[src/rtl/spi_lp_pkg.sv]
package spi_lp_pkg;
    typedef enum logic [2:0] {
        ST_RUN,
        ST_DRAIN_STOP,
        ST_HALTED,
        ST_DRAIN_DIS,
        ST_DORMANT
    } lp_state_t;
endpackage

[src/rtl/spi_lp_req.sv]
module spi_lp_req (
    input  logic stop_req,
    input  logic sw_dis,
    input  logic doze_in,
    input  logic doze_en,
    input  logic frame_active,
    input  logic frame_done,
    output logic stop_pend,
    output logic dis_pend,
    output logic at_boundary
);
    always_comb begin
        stop_pend   = stop_req;
        dis_pend    = sw_dis | (doze_in & doze_en);
        // With no frame in flight the boundary is already reached.
        at_boundary = ~frame_active | frame_done;
    end
endmodule

[src/rtl/spi_lp_fsm.sv]
module spi_lp_fsm
    import spi_lp_pkg::*;
(
    input  logic      clk,
    input  logic      rst_n,
    input  logic      stop_pend,
    input  logic      dis_pend,
    input  logic      at_boundary,
    input  logic      xfer_start,
    output lp_state_t state,
    output logic      clk_en,
    output logic      stop_ack,
    output logic      running
);
    lp_state_t nxt;
    logic      nxt_clk_en;

    always_ff @(posedge clk or negedge rst_n) begin
        if (!rst_n) state <= ST_RUN;
        else        state <= nxt;
    end

    always_comb begin
        nxt = state;
        unique case (state)
            ST_RUN: begin
                if (stop_pend)     nxt = at_boundary ? ST_HALTED  : ST_DRAIN_STOP;
                else if (dis_pend) nxt = at_boundary ? ST_DORMANT : ST_DRAIN_DIS;
            end
            ST_DRAIN_STOP: begin
                if (!stop_pend)       nxt = ST_RUN;
                else if (at_boundary) nxt = ST_HALTED;
            end
            ST_DRAIN_DIS: begin
                if (stop_pend)        nxt = at_boundary ? ST_HALTED : ST_DRAIN_STOP;
                else if (!dis_pend)   nxt = ST_RUN;
                else if (at_boundary) nxt = ST_DORMANT;
            end
            ST_HALTED: begin
                if (!stop_pend) nxt = ST_RUN;
            end
            ST_DORMANT: begin
                if (stop_pend)      nxt = ST_HALTED;
                else if (!dis_pend) nxt = ST_RUN;
            end
            default: nxt = ST_RUN;
        endcase
    end

    always_comb begin
        clk_en     = (state != ST_HALTED) && (state != ST_DORMANT);
        stop_ack   = (state == ST_HALTED);
        nxt_clk_en = (nxt != ST_HALTED) && (nxt != ST_DORMANT);
    end

    always_ff @(posedge clk or negedge rst_n) begin
        if (!rst_n)                   running <= 1'b0;
        else if (!nxt_clk_en)         running <= 1'b0;
        else if (xfer_start && clk_en) running <= 1'b1;
    end
endmodule

[src/rtl/spi_lp_gate.sv]
module spi_lp_gate
    import spi_lp_pkg::*;
#(
    parameter int IRQ_W = 1,
    parameter int DMA_W = 2
) (
    input  logic             clk,
    input  logic             rst_n,
    input  lp_state_t        state,
    input  logic             bus_rx_pop,
    input  logic             bus_tx_push,
    input  logic             bus_fifo_clr,
    input  logic             bus_fifo_cfg,
    input  logic             bus_flag_wr,
    input  logic             bus_tcnt_wr,
    input  logic [IRQ_W-1:0] irq_in,
    input  logic [DMA_W-1:0] dma_in,
    output logic             bus_ok,
    output logic             rx_pop_en,
    output logic             tx_push_en,
    output logic             fifo_clr_en,
    output logic             fifo_cfg_en,
    output logic             flag_wr_en,
    output logic             tcnt_wr_en,
    output logic [IRQ_W-1:0] irq_out,
    output logic [DMA_W-1:0] dma_out
);
    localparam int NCH = IRQ_W + DMA_W;

    logic           awake;
    logic [NCH-1:0] req_in, req_out;

    always_comb begin
        awake       = (state != ST_HALTED) && (state != ST_DORMANT);
        bus_ok      = (state != ST_HALTED);
        rx_pop_en   = bus_rx_pop   & awake;
        tx_push_en  = bus_tx_push  & awake;
        fifo_clr_en = bus_fifo_clr & awake;
        fifo_cfg_en = bus_fifo_cfg & awake;
        flag_wr_en  = bus_flag_wr  & awake;
        tcnt_wr_en  = bus_tcnt_wr  & awake;
        req_in      = {dma_in, irq_in};
    end

    for (genvar g = 0; g < NCH; g++) begin : g_hold
        logic held;
        always_ff @(posedge clk or negedge rst_n) begin
            if (!rst_n) held <= 1'b0;
            else        held <= req_out[g];
        end
        always_comb begin
            unique case (state)
                ST_HALTED:  req_out[g] = held;
                ST_DORMANT: req_out[g] = held | req_in[g];
                default:    req_out[g] = req_in[g];
            endcase
        end
    end

    assign irq_out = req_out[IRQ_W-1:0];
    assign dma_out = req_out[NCH-1:IRQ_W];
endmodule

[src/rtl/spi_lp_ctrl.sv]
module spi_lp_ctrl
    import spi_lp_pkg::*;
#(
    parameter int IRQ_W = 1,
    parameter int DMA_W = 2
) (
    input  logic             clk,
    input  logic             rst_n,
    input  logic             stop_req,
    input  logic             sw_dis,
    input  logic             doze_in,
    input  logic             doze_en,
    input  logic             frame_active,
    input  logic             frame_done,
    input  logic             xfer_start,
    input  logic             bus_rx_pop,
    input  logic             bus_tx_push,
    input  logic             bus_fifo_clr,
    input  logic             bus_fifo_cfg,
    input  logic             bus_flag_wr,
    input  logic             bus_tcnt_wr,
    input  logic [IRQ_W-1:0] irq_in,
    input  logic [DMA_W-1:0] dma_in,
    output logic             clk_en,
    output logic             stop_ack,
    output logic             running,
    output logic             bus_ok,
    output logic             rx_pop_en,
    output logic             tx_push_en,
    output logic             fifo_clr_en,
    output logic             fifo_cfg_en,
    output logic             flag_wr_en,
    output logic             tcnt_wr_en,
    output logic [IRQ_W-1:0] irq_out,
    output logic [DMA_W-1:0] dma_out
);
    logic      stop_pend, dis_pend, at_boundary;
    lp_state_t state;

    spi_lp_req req_i (
        .stop_req     (stop_req),
        .sw_dis       (sw_dis),
        .doze_in      (doze_in),
        .doze_en      (doze_en),
        .frame_active (frame_active),
        .frame_done   (frame_done),
        .stop_pend    (stop_pend),
        .dis_pend     (dis_pend),
        .at_boundary  (at_boundary)
    );

    spi_lp_fsm fsm_i (
        .clk         (clk),
        .rst_n       (rst_n),
        .stop_pend   (stop_pend),
        .dis_pend    (dis_pend),
        .at_boundary (at_boundary),
        .xfer_start  (xfer_start),
        .state       (state),
        .clk_en      (clk_en),
        .stop_ack    (stop_ack),
        .running     (running)
    );

    spi_lp_gate #(.IRQ_W(IRQ_W), .DMA_W(DMA_W)) gate_i (
        .clk          (clk),
        .rst_n        (rst_n),
        .state        (state),
        .bus_rx_pop   (bus_rx_pop),
        .bus_tx_push  (bus_tx_push),
        .bus_fifo_clr (bus_fifo_clr),
        .bus_fifo_cfg (bus_fifo_cfg),
        .bus_flag_wr  (bus_flag_wr),
        .bus_tcnt_wr  (bus_tcnt_wr),
        .irq_in       (irq_in),
        .dma_in       (dma_in),
        .bus_ok       (bus_ok),
        .rx_pop_en    (rx_pop_en),
        .tx_push_en   (tx_push_en),
        .fifo_clr_en  (fifo_clr_en),
        .fifo_cfg_en  (fifo_cfg_en),
        .flag_wr_en   (flag_wr_en),
        .tcnt_wr_en   (tcnt_wr_en),
        .irq_out      (irq_out),
        .dma_out      (dma_out)
    );
endmodule

[config.mk]
export PLATFORM = sky130hd
export DESIGN_NAME = spi_lp_ctrl
export DESIGN_NICKNAME = d
export VERILOG_FILES = /design/src/rtl/spi_lp_pkg.sv /design/src/rtl/spi_lp_req.sv /design/src/rtl/spi_lp_fsm.sv /design/src/rtl/spi_lp_gate.sv /design/src/rtl/spi_lp_ctrl.sv
export SDC_FILE = /design/constraint.sdc
export NUM_CORES = 1
export LEC_CHECK = 0
export BUFFER_PORTS_ARGS = -buffer_cell sky130_fd_sc_hd__buf_2
export CORE_AREA = 3 3 40 42
export CTS_CLUSTER_SIZE = 28
export DETAILED_ROUTE_END_ITERATION = 8
export DIE_AREA = 0 0 43 45
export GPL_ROUTABILITY_DRIVEN = 0
export PLACE_DENSITY = 0.69
export SYNTH_ARGS = -nofsm -noshare
export SYNTH_HDL_FRONTEND = slang
export SYNTH_SLANG_ARGS = --single-unit
[constraint.sdc]
create_clock -name clk -period 1.3 [get_ports clk]
set_input_delay 0.13 -clock clk [delete_from_list [all_inputs] [get_ports clk]]
set_output_delay 0.13 -clock clk [all_outputs]
set_load 0.1 [all_outputs]
# Yosys cells after proc, flatten, opt, wreduce, memory -nomap -nowiden
# Index checks and enable logic that the tools add are counted.
[word_totals]
elab_cells = 49
regBits = 7
input_bits = 18
output_inout_bits = 13
[op_classes]
n_eq_ne = 9
mux = 18
bitwise = 13
n_reduce_logical = 4
[op_table]
columns = ["operator", "n"]
rows = [
  ["two-way mux 3 bit", 11],
  ["case mux 3 bit (5 select lines)", 1],
  ["AND 1 bit", 7],
  ["== test 3 x 2 -> 1 bit, second input constant", 2],
  ["!= test 3 x 2 -> 1 bit, second input constant", 2],
  ["!= test 3 bit, second input constant", 2],
  ["case mux 1 bit (2 select lines)", 3],
  ["bitwise OR 1 bit", 5],
  ["== test 3 x 1 -> 1 bit, second input constant", 1],
  ["== test 3 bit, second input constant", 1],
  ["logical AND 1 bit", 3],
  ["logical NOT 3 bit", 1],
  ["two-way mux 1 bit", 2],
  ["two-way mux 2 bit", 1],
  ["!= test 2 bit, second input constant", 1],
  ["inverter 1 bit", 1],
]

# Longest topological paths before layout
# Gate-level depths: netlist of run 1.
[depth]
word_depth = 9
mapped_depth = 4
ltp_nobuf = 4

# Modules after synthesis
# Synthesis of run 1 repeated with hierarchy kept, for this count alone.
[unflattened]
cells_unflattened = 48
area_unflattened_um2 = 484.2
[by_module_without_submodules]
columns = ["mod", "cells_per_inst", "area_each_um2", "instances", "seq_area_each_um2"]
rows = [
  ["spi_lp_fsm", 30, 289.0, 1, 100.1],
  ["spi_lp_gate", 15, 173.9, 1, 75.1],
  ["spi_lp_req", 3, 21.3, 1, 0.0],
]

# Least setup slack after synthesis of run 1
# No wires, ideal clock.
[synth_path]
kind = "reg-to-reg"
from = "reg fsm_i.state[1]"
to = "reg gate_i.g_hold[0].held"
slack_ns = -1.192
n_path_buf = 0
period_less_slack_ns = 2.492
required_ns = 1.092
setup_ns = 0.208
arrival_time_ns = 2.284
path_stages_with_launch = 4
path_cell_list = "dfrtp_1 and2b_1 nand2b_1 a22o_1"
[synth_via]
elab_chain_len = 2
elab_cells_between_ends = 3
cone_classes = "2 x eq/ne; 1 x mux"
[synth_rtl]
columns = ["item", "line_no", "rtl"]
rows = [
  ["start: declaration", "spi_lp_fsm.sv:10", "output lp_state_t state,"],
  ["start signal: assignment", "spi_lp_fsm.sv:20", "else state <= nxt;"],
  ["== test 3 bit / == test 3 x 2 -> 1 bit (equally long branches)", "spi_lp_gate.sv:52", "unique case (state)"],
  ["case mux 1 bit (2 select lines) (*)", "spi_lp_gate.sv:52", ""],
  ["net irq_out", "spi_lp_ctrl.sv:34", "output logic [IRQ_W-1:0] irq_out,"],
  ["end signal: assignment", "spi_lp_gate.sv:49", "else held <= req_out[g];"],
  ["end: declaration", "spi_lp_gate.sv:46", "logic held;"],
]
# Mark *: on every way through the listed nets, which the timed path passes. The rest lies on a longest branch.
# A chain may end at the register's enable or synchronous reset.

# Final worst setup path of run 1
[layout_path]
from = "reg fsm_i.state[1]"
to = "out dma_out[1]"
[layout_via]
elab_chain_len = 2
elab_cells_between_ends = 3
cone_classes = "2 x eq/ne; 1 x mux"
[layout_rtl]
columns = ["item", "line_no", "rtl"]
rows = [
  ["== test 3 bit / == test 3 x 2 -> 1 bit (equally long branches)", "spi_lp_gate.sv:52", ""],
  ["case mux 1 bit (2 select lines) (*)", "spi_lp_gate.sv:52", ""],
  ["end: declaration", "spi_lp_ctrl.sv:35", "output logic [DMA_W-1:0] dma_out"],
]
# Every way passes the cells marked *; elsewhere a longest branch is shown, timed or not.

==> results of run 1 <==
timing repair:
action	4_1_cts	5_1_grt
endpoints found under the hold margin	7	0
setup endpoints to repair	14	16
buffers inserted	2	1
pin swaps	1	0
hold buffers	1	0
gates cloned	0	0
resized for setup	5	6
kinds of logic after synthesis:
group | count (synthesis)
compound gates | 12
xor+xnor | 1
buf+inv | 5
flops | 7
simple gates | 21
cell type report:
class	instances	area [sq um]
fill	79	278
tap	15	18.8
clock buffer	4	26.3
multi-input combinational	34	344
sequential	7	176
inverter	4	22.5
timing repair buffer	40	419
final timing paths:
path	startpoint	to	slack, ps	cells past startpoint
setup / recovery	fsm_i.state[1]$_DFF_PN0_	dma_out[1]	-320	5
hold / removal	stop_req	fsm_i.state[2]$_DFF_PN0_	140	2
setup reg to reg	fsm_i.state[2]$_DFF_PN0_	fsm_i.running$_DFFE_PN0P_	-240	5
hold reg to reg	gate_i.g_hold[0].held$_DFF_PN0_	gate_i.g_hold[0].held$_DFF_PN0_	500	1
max in group asynchronous	rst_n	fsm_i.state[2]$_DFF_PN0_	890	2
min in group asynchronous	rst_n	fsm_i.running$_DFFE_PN0P_	240	2
state kept, by name, indices dropped and copies added, names as in the netlist:
name / flops
fsm_i.state: 3
gate_i.g_hold.held: 3
fsm_i.running: 1
power groups by stage:
stage | Clock, mW | Combinational (mW) | Sequential (mW)
global route | 0.210 | 1.24 | 0.286
CTS | 0.199 | 1.19 | 0.280
detailed placement | 0 | 1.15 | 0.286
finish | 0.190 | 1.20 | 0.282
global placement | 0 | 1.14 | 0.283
floorplan | 0 | 0.708 | 0.341
placed cells by master (no fill, tap or decap), types with 2 or more instances in the layout:
master / instances
clkbuf_4: 3
nor2b_4: 6
clkinvlp_4: 2
buf_4: 6
a21oi_1: 2
a22o_4: 3
buf_2: 18
buf_6: 3
dfrtp_1: 6
inv_1: 2
nor2_1: 2
buf_12: 12
stage by stage:
step	hold slack [ps]	setup TNS (ps)	std cells	setup WS, ps
after floorplan	-166	-3010	46	-274
after global placement	-34.9	-1210	96	-148
after detailed placement	-30.4	-1520	96	-167
after CTS	144	-3920	103	-321
after global routing	145	-4580	104	-363
final	142	-3880	104	-318
per-layer routing:
layer,vias to the layer above,track usage [%],share of wire (%)
met5,-,0,0
met4,0,3.61,0
met3,0,1.59,7.2
met2,26,25.7,52
met1,226,15.4,40
li1,247,-,-
==> reports/results.ini, run 1 <==
[run_status]
outcome=finished, violations left
failed_checks=negative setup slack

[critical_path]
cp.required_ps=1170
critPathTopFamily=flip-flops
cpMaxStageDelayCell=dfrtp_1
cp-end-kind=output port
path_cells=xor2_1, and2_4, buf_6, a22o_4, buf_12
crit_arrival_ps=1490
critPathBufInv=2
start_kind=register
critPathMaxStageDelay_ps=410
worstSetupPathType=register to output port
crit_fanout=4

[synthesis]
synth-edff-count=0
syn_avg_cell_area_sq_um=9.47
synthAdderAreaFrac_pct=0
synth_top_area_cell=dfrtp_1
ys_seq_area_share_pct=40.2
synthDominantCellAreaShare_pct=40.2
syn_nets=64
synthCells=46
muxShareOfSynthArea_pct=0
synthTopCellsByCount=dfrtp_1, nor2b_1, inv_1, a22o_1, nor2_1
synth_ff_type=dfrtp_1
synth_top_family_by_area=simple AND/OR/NAND/NOR gates
yosysWarnings=0
syn_area_sq_um=435
ys_ff_latch=7
async_flop_share_pct=100
synth_compound_area_share_pct=22.4
synth.area.top_cells=dfrtp_1, nor2b_1, a22o_1
yosys.area_share.simple_pct=30.7
synthXorXnorAreaFrac_pct=2.01
synth_cell_types=25

[job]
max-cap-violations=0

[layout]
diodes=0
postLayoutCoreUtil_pct=78.4
final_area_sq_um=1010
syn_to_final_growth_pct=131
drive_above_1_share_pct=71.9
final_nets=108

[sta]
layout_min_cycle_time_ps=1620
clock.fmax_mhz=618
finalSetupViolCount=15
setup_ws_ps=-318
finalCritPeriodShare_pct=124
worst_slew_pin_slew_ps=482
finalMaxSlewViolations=0
rsz0062_at_grt=true
max_slew_margin_pct=68.1
hold_viol=0
clock_skew_ps=4.21

[clock_tree]
numCtsBuffers=3
cts_tree=done
clk_latency_ps=240
htree_levels=1
clock_path_buffers=2
clock-sinks=7
cts_root_buffer=clkbuf_4
clkSlewWorstSetupHoldPaths_ps=50

[pwr]
p_leak_nw=0.483
power_frac_seq_pct=16.8
clockPowerShare_pct=11.3
p_sw_share_pct=50.9
ir_worst_vdd_mv=1.15
switching_power_uw=852
combPwrFrac_pct=71.8
p_int_uw=823
p_total_mw=1.67
p_per_area_nw_per_um2=1660

[floorplanning]
rows=13
die_h_um=45
start_util_pct=33.9
core_region_area_sq_um=1280
dieArea_sq_um=1940
ioPinCount=31
die_x_um=43

[global_routing]
grt_pass1_vias=452
antenna_found_initial=0
grt_pass1_wl_um=1980
grt_start_max_net_pins=8
grt_use_total_pct=13.3
overflow=0

[detailed_routing]
vias_per_cell=4.80
drt_iter0_markers=14
routed_wl_um=1270
wl_per_cell_um=12.2
drtPass1Iterations=4
detail-route-antenna-nets=0
num_vias=499
drc_errors=0

[placed_design]
hpwl_um=1040
port_buffers=30
placed_area_sq_um=911

[hold_path]
min_path_type=input port to register

No activity file was read; power rests on OpenSTA's default activity.
==> run 2, diff against run 1 <==
Settings changed: RECOVER_POWER from default to 100.
==> run 2 against run 1 <==
The run still ends with negative setup slack left. Clock skew about the same. Via count down 0.20%. Clock-buffer cell count unchanged. Core utilization down 0.097 points. Maximum frequency about the same. Die area unchanged. Flip-flop and latch count unchanged. Highest routed layer unchanged.
==> reports/results.ini, run 2 (synthesis results as in run 1) <==
[pwr]
p_per_area_nw_per_um2=1660  ; about the same
ir_worst_vdd_mv=1.15  ; about the same
p_sw_share_pct=50.9  ; about the same
p_leak_nw=0.480  ; -0.62%
clockPowerShare_pct=11.3  ; about the same
switching_power_uw=852  ; about the same
power_frac_seq_pct=16.9  ; about the same
p_int_uw=822  ; -0.10%
combPwrFrac_pct=71.8  ; about the same

[detailed_routing]
vias_per_cell=4.79  ; -0.20%
drt_iter0_markers=14  ; unchanged
wl_per_cell_um=12.2  ; unchanged
routed_wl_um=1270  ; unchanged
num_vias=498  ; -0.20%
drtPass1Iterations=4  ; unchanged
drc_errors=0  ; unchanged
detail-route-antenna-nets=0  ; unchanged

[clock_tree]
clock-sinks=7  ; unchanged
cts_root_buffer=clkbuf_4
clk_latency_ps=240  ; about the same
cts_tree=done
clock_path_buffers=2  ; unchanged
numCtsBuffers=3  ; unchanged
htree_levels=1  ; unchanged
clkSlewWorstSetupHoldPaths_ps=50  ; about the same

[placed_design]
hpwl_um=1040  ; unchanged
placed_area_sq_um=911  ; unchanged
port_buffers=30  ; unchanged

[layout]
final_cell_mix=buf_2, buf_12, nor2b_4, dfrtp_1, buf_4
drive_above_1_share_pct=70.8  ; -1.1 points
reg_top3=fsm_i.state: 3 flops, gate_i.g_hold.held: 3 flops, fsm_i.running: 1 flops
diodes=0  ; unchanged
final_nets=108  ; unchanged
final_common_cell=buf_2
final_area_sq_um=1010  ; -0.13%
syn_to_final_growth_pct=131
postLayoutCoreUtil_pct=78.3  ; -0.097 points

[global_routing]
grt_pass1_wl_um=1980  ; unchanged
grt_start_max_net_pins=8  ; unchanged
overflow=0  ; unchanged
use_met1_pct=15.4  ; unchanged
use_met3_pct=1.59  ; unchanged
grt_use_total_pct=13.3  ; unchanged
grt_pass1_vias=452  ; unchanged
grt-busiest-layer=met2
grtUsageMet2_pct=25.7  ; unchanged
antenna_found_initial=0  ; unchanged

[critical_path]
start_kind=register
cp.required_ps=1170  ; about the same
crit_fanout=4  ; unchanged
worstSetupPathType=register to output port
cp-end-kind=output port
crit_arrival_ps=1490  ; about the same
critPathBufInv=2  ; unchanged
critPathMaxStageDelay_ps=410  ; about the same
cpMaxStageDelayCell=dfrtp_1
path_cells=xor2_1, and2_4, buf_6, a22o_4, buf_12
critPathTopFamily=flip-flops

[floorplanning]
ioPinCount=31  ; unchanged
dieArea_sq_um=1940  ; unchanged
start_util_pct=33.9  ; unchanged
die_h_um=45  ; unchanged
rows=13  ; unchanged
die_x_um=43  ; unchanged
core_region_area_sq_um=1280  ; unchanged

[sta]
setup_tns_ps=-3870  ; +8.97 ps
hold_ws_ps=143  ; +0.568 ps
hold_viol=0  ; unchanged
rsz0062_at_grt=true
clock.fmax_mhz=618  ; about the same
finalCritPeriodShare_pct=124  ; about the same
finalMaxSlewViolations=0  ; unchanged
worst_slew_pin_slew_ps=539  ; +56.6 ps
max_slew_margin_pct=64.2  ; -3.8 points
setup_ws_ps=-317  ; +0.785 ps
clock_skew_ps=4.03  ; -0.179 ps
layout_min_cycle_time_ps=1620  ; -0.785 ps
finalSetupViolCount=15  ; unchanged

[run_status]
failed_checks=negative setup slack
outcome=finished, violations left

[job]
max-cap-violations=0  ; unchanged

[hold_path]
min_path_type=input port to register

[run 2: cell count changes in the layout (fill, tap and decap cells not counted), sizes merged]
cell	before	now
buf	39	37
clkbuf	4	6
[run 2: timing repair]
item / CTS / global route
endpoints found under the hold margin: 7 / 0
hold buffers: 1 / 0
pin swaps: 1 / 0
setup endpoints to repair: 14 / 16
gates resized for setup: 5 / 6
setup buffers: 2 / 1
[run 2: path summary, 6_finish.rpt]
kind / depth (start not counted) / from / end / slack [ps]
setup / recovery: 5 / fsm_i.state[1]$_DFF_PN0_ / dma_out[1] / -320
hold / removal: 2 / stop_req / fsm_i.state[2]$_DFF_PN0_ / 140
setup reg to reg: 5 / fsm_i.state[2]$_DFF_PN0_ / fsm_i.running$_DFFE_PN0P_ / -240
hold reg to reg: 1 / gate_i.g_hold[0].held$_DFF_PN0_ / gate_i.g_hold[0].held$_DFF_PN0_ / 500
max in group asynchronous: 2 / rst_n / fsm_i.state[2]$_DFF_PN0_ / 690
min in group asynchronous: 2 / rst_n / fsm_i.running$_DFFE_PN0P_ / 310
[run 2: final cells by class]
| type | instances | area, sq um |
|---|---|---|
| fillers | 80 | 279 |
| multi-input cells | 34 | 344 |
| repair buffers | 40 | 418 |
| well taps | 15 | 18.8 |
| clock buffers | 4 | 26.3 |
| flip-flops and latches | 7 | 176 |
| inverters | 4 | 22.5 |
[run 2: through the flow]
step / power, mW / cells / worst slack, ps
global route: 1.73 / 104 / -363
detailed placement: 1.44 / 96 / -167
floorplan: 1.05 / 46 / -274
CTS: 1.67 / 103 / -321
finish: 1.67 / 104 / -317
global placement: 1.43 / 96 / -148
[run 2: layer usage]
layer  vias to the layer above  routed length (um)
li1                        247                   -
met1                       225                 511
met2                        26                 666
met3                         0                  92
met4                         0                   0
met5                         -                   0
[run 2: power groups by stage]
| stage | clock [mW] | combinational (mW) | sequential, mW |
|---|---|---|---|
| floorplan | 0 | 0.708 | 0.341 |
| global route | 0.210 | 1.24 | 0.287 |
| finish | 0.189 | 1.20 | 0.282 |
| detailed placement | 0 | 1.15 | 0.286 |
| global placement | 0 | 1.14 | 0.283 |
| CTS | 0.199 | 1.19 | 0.280 |
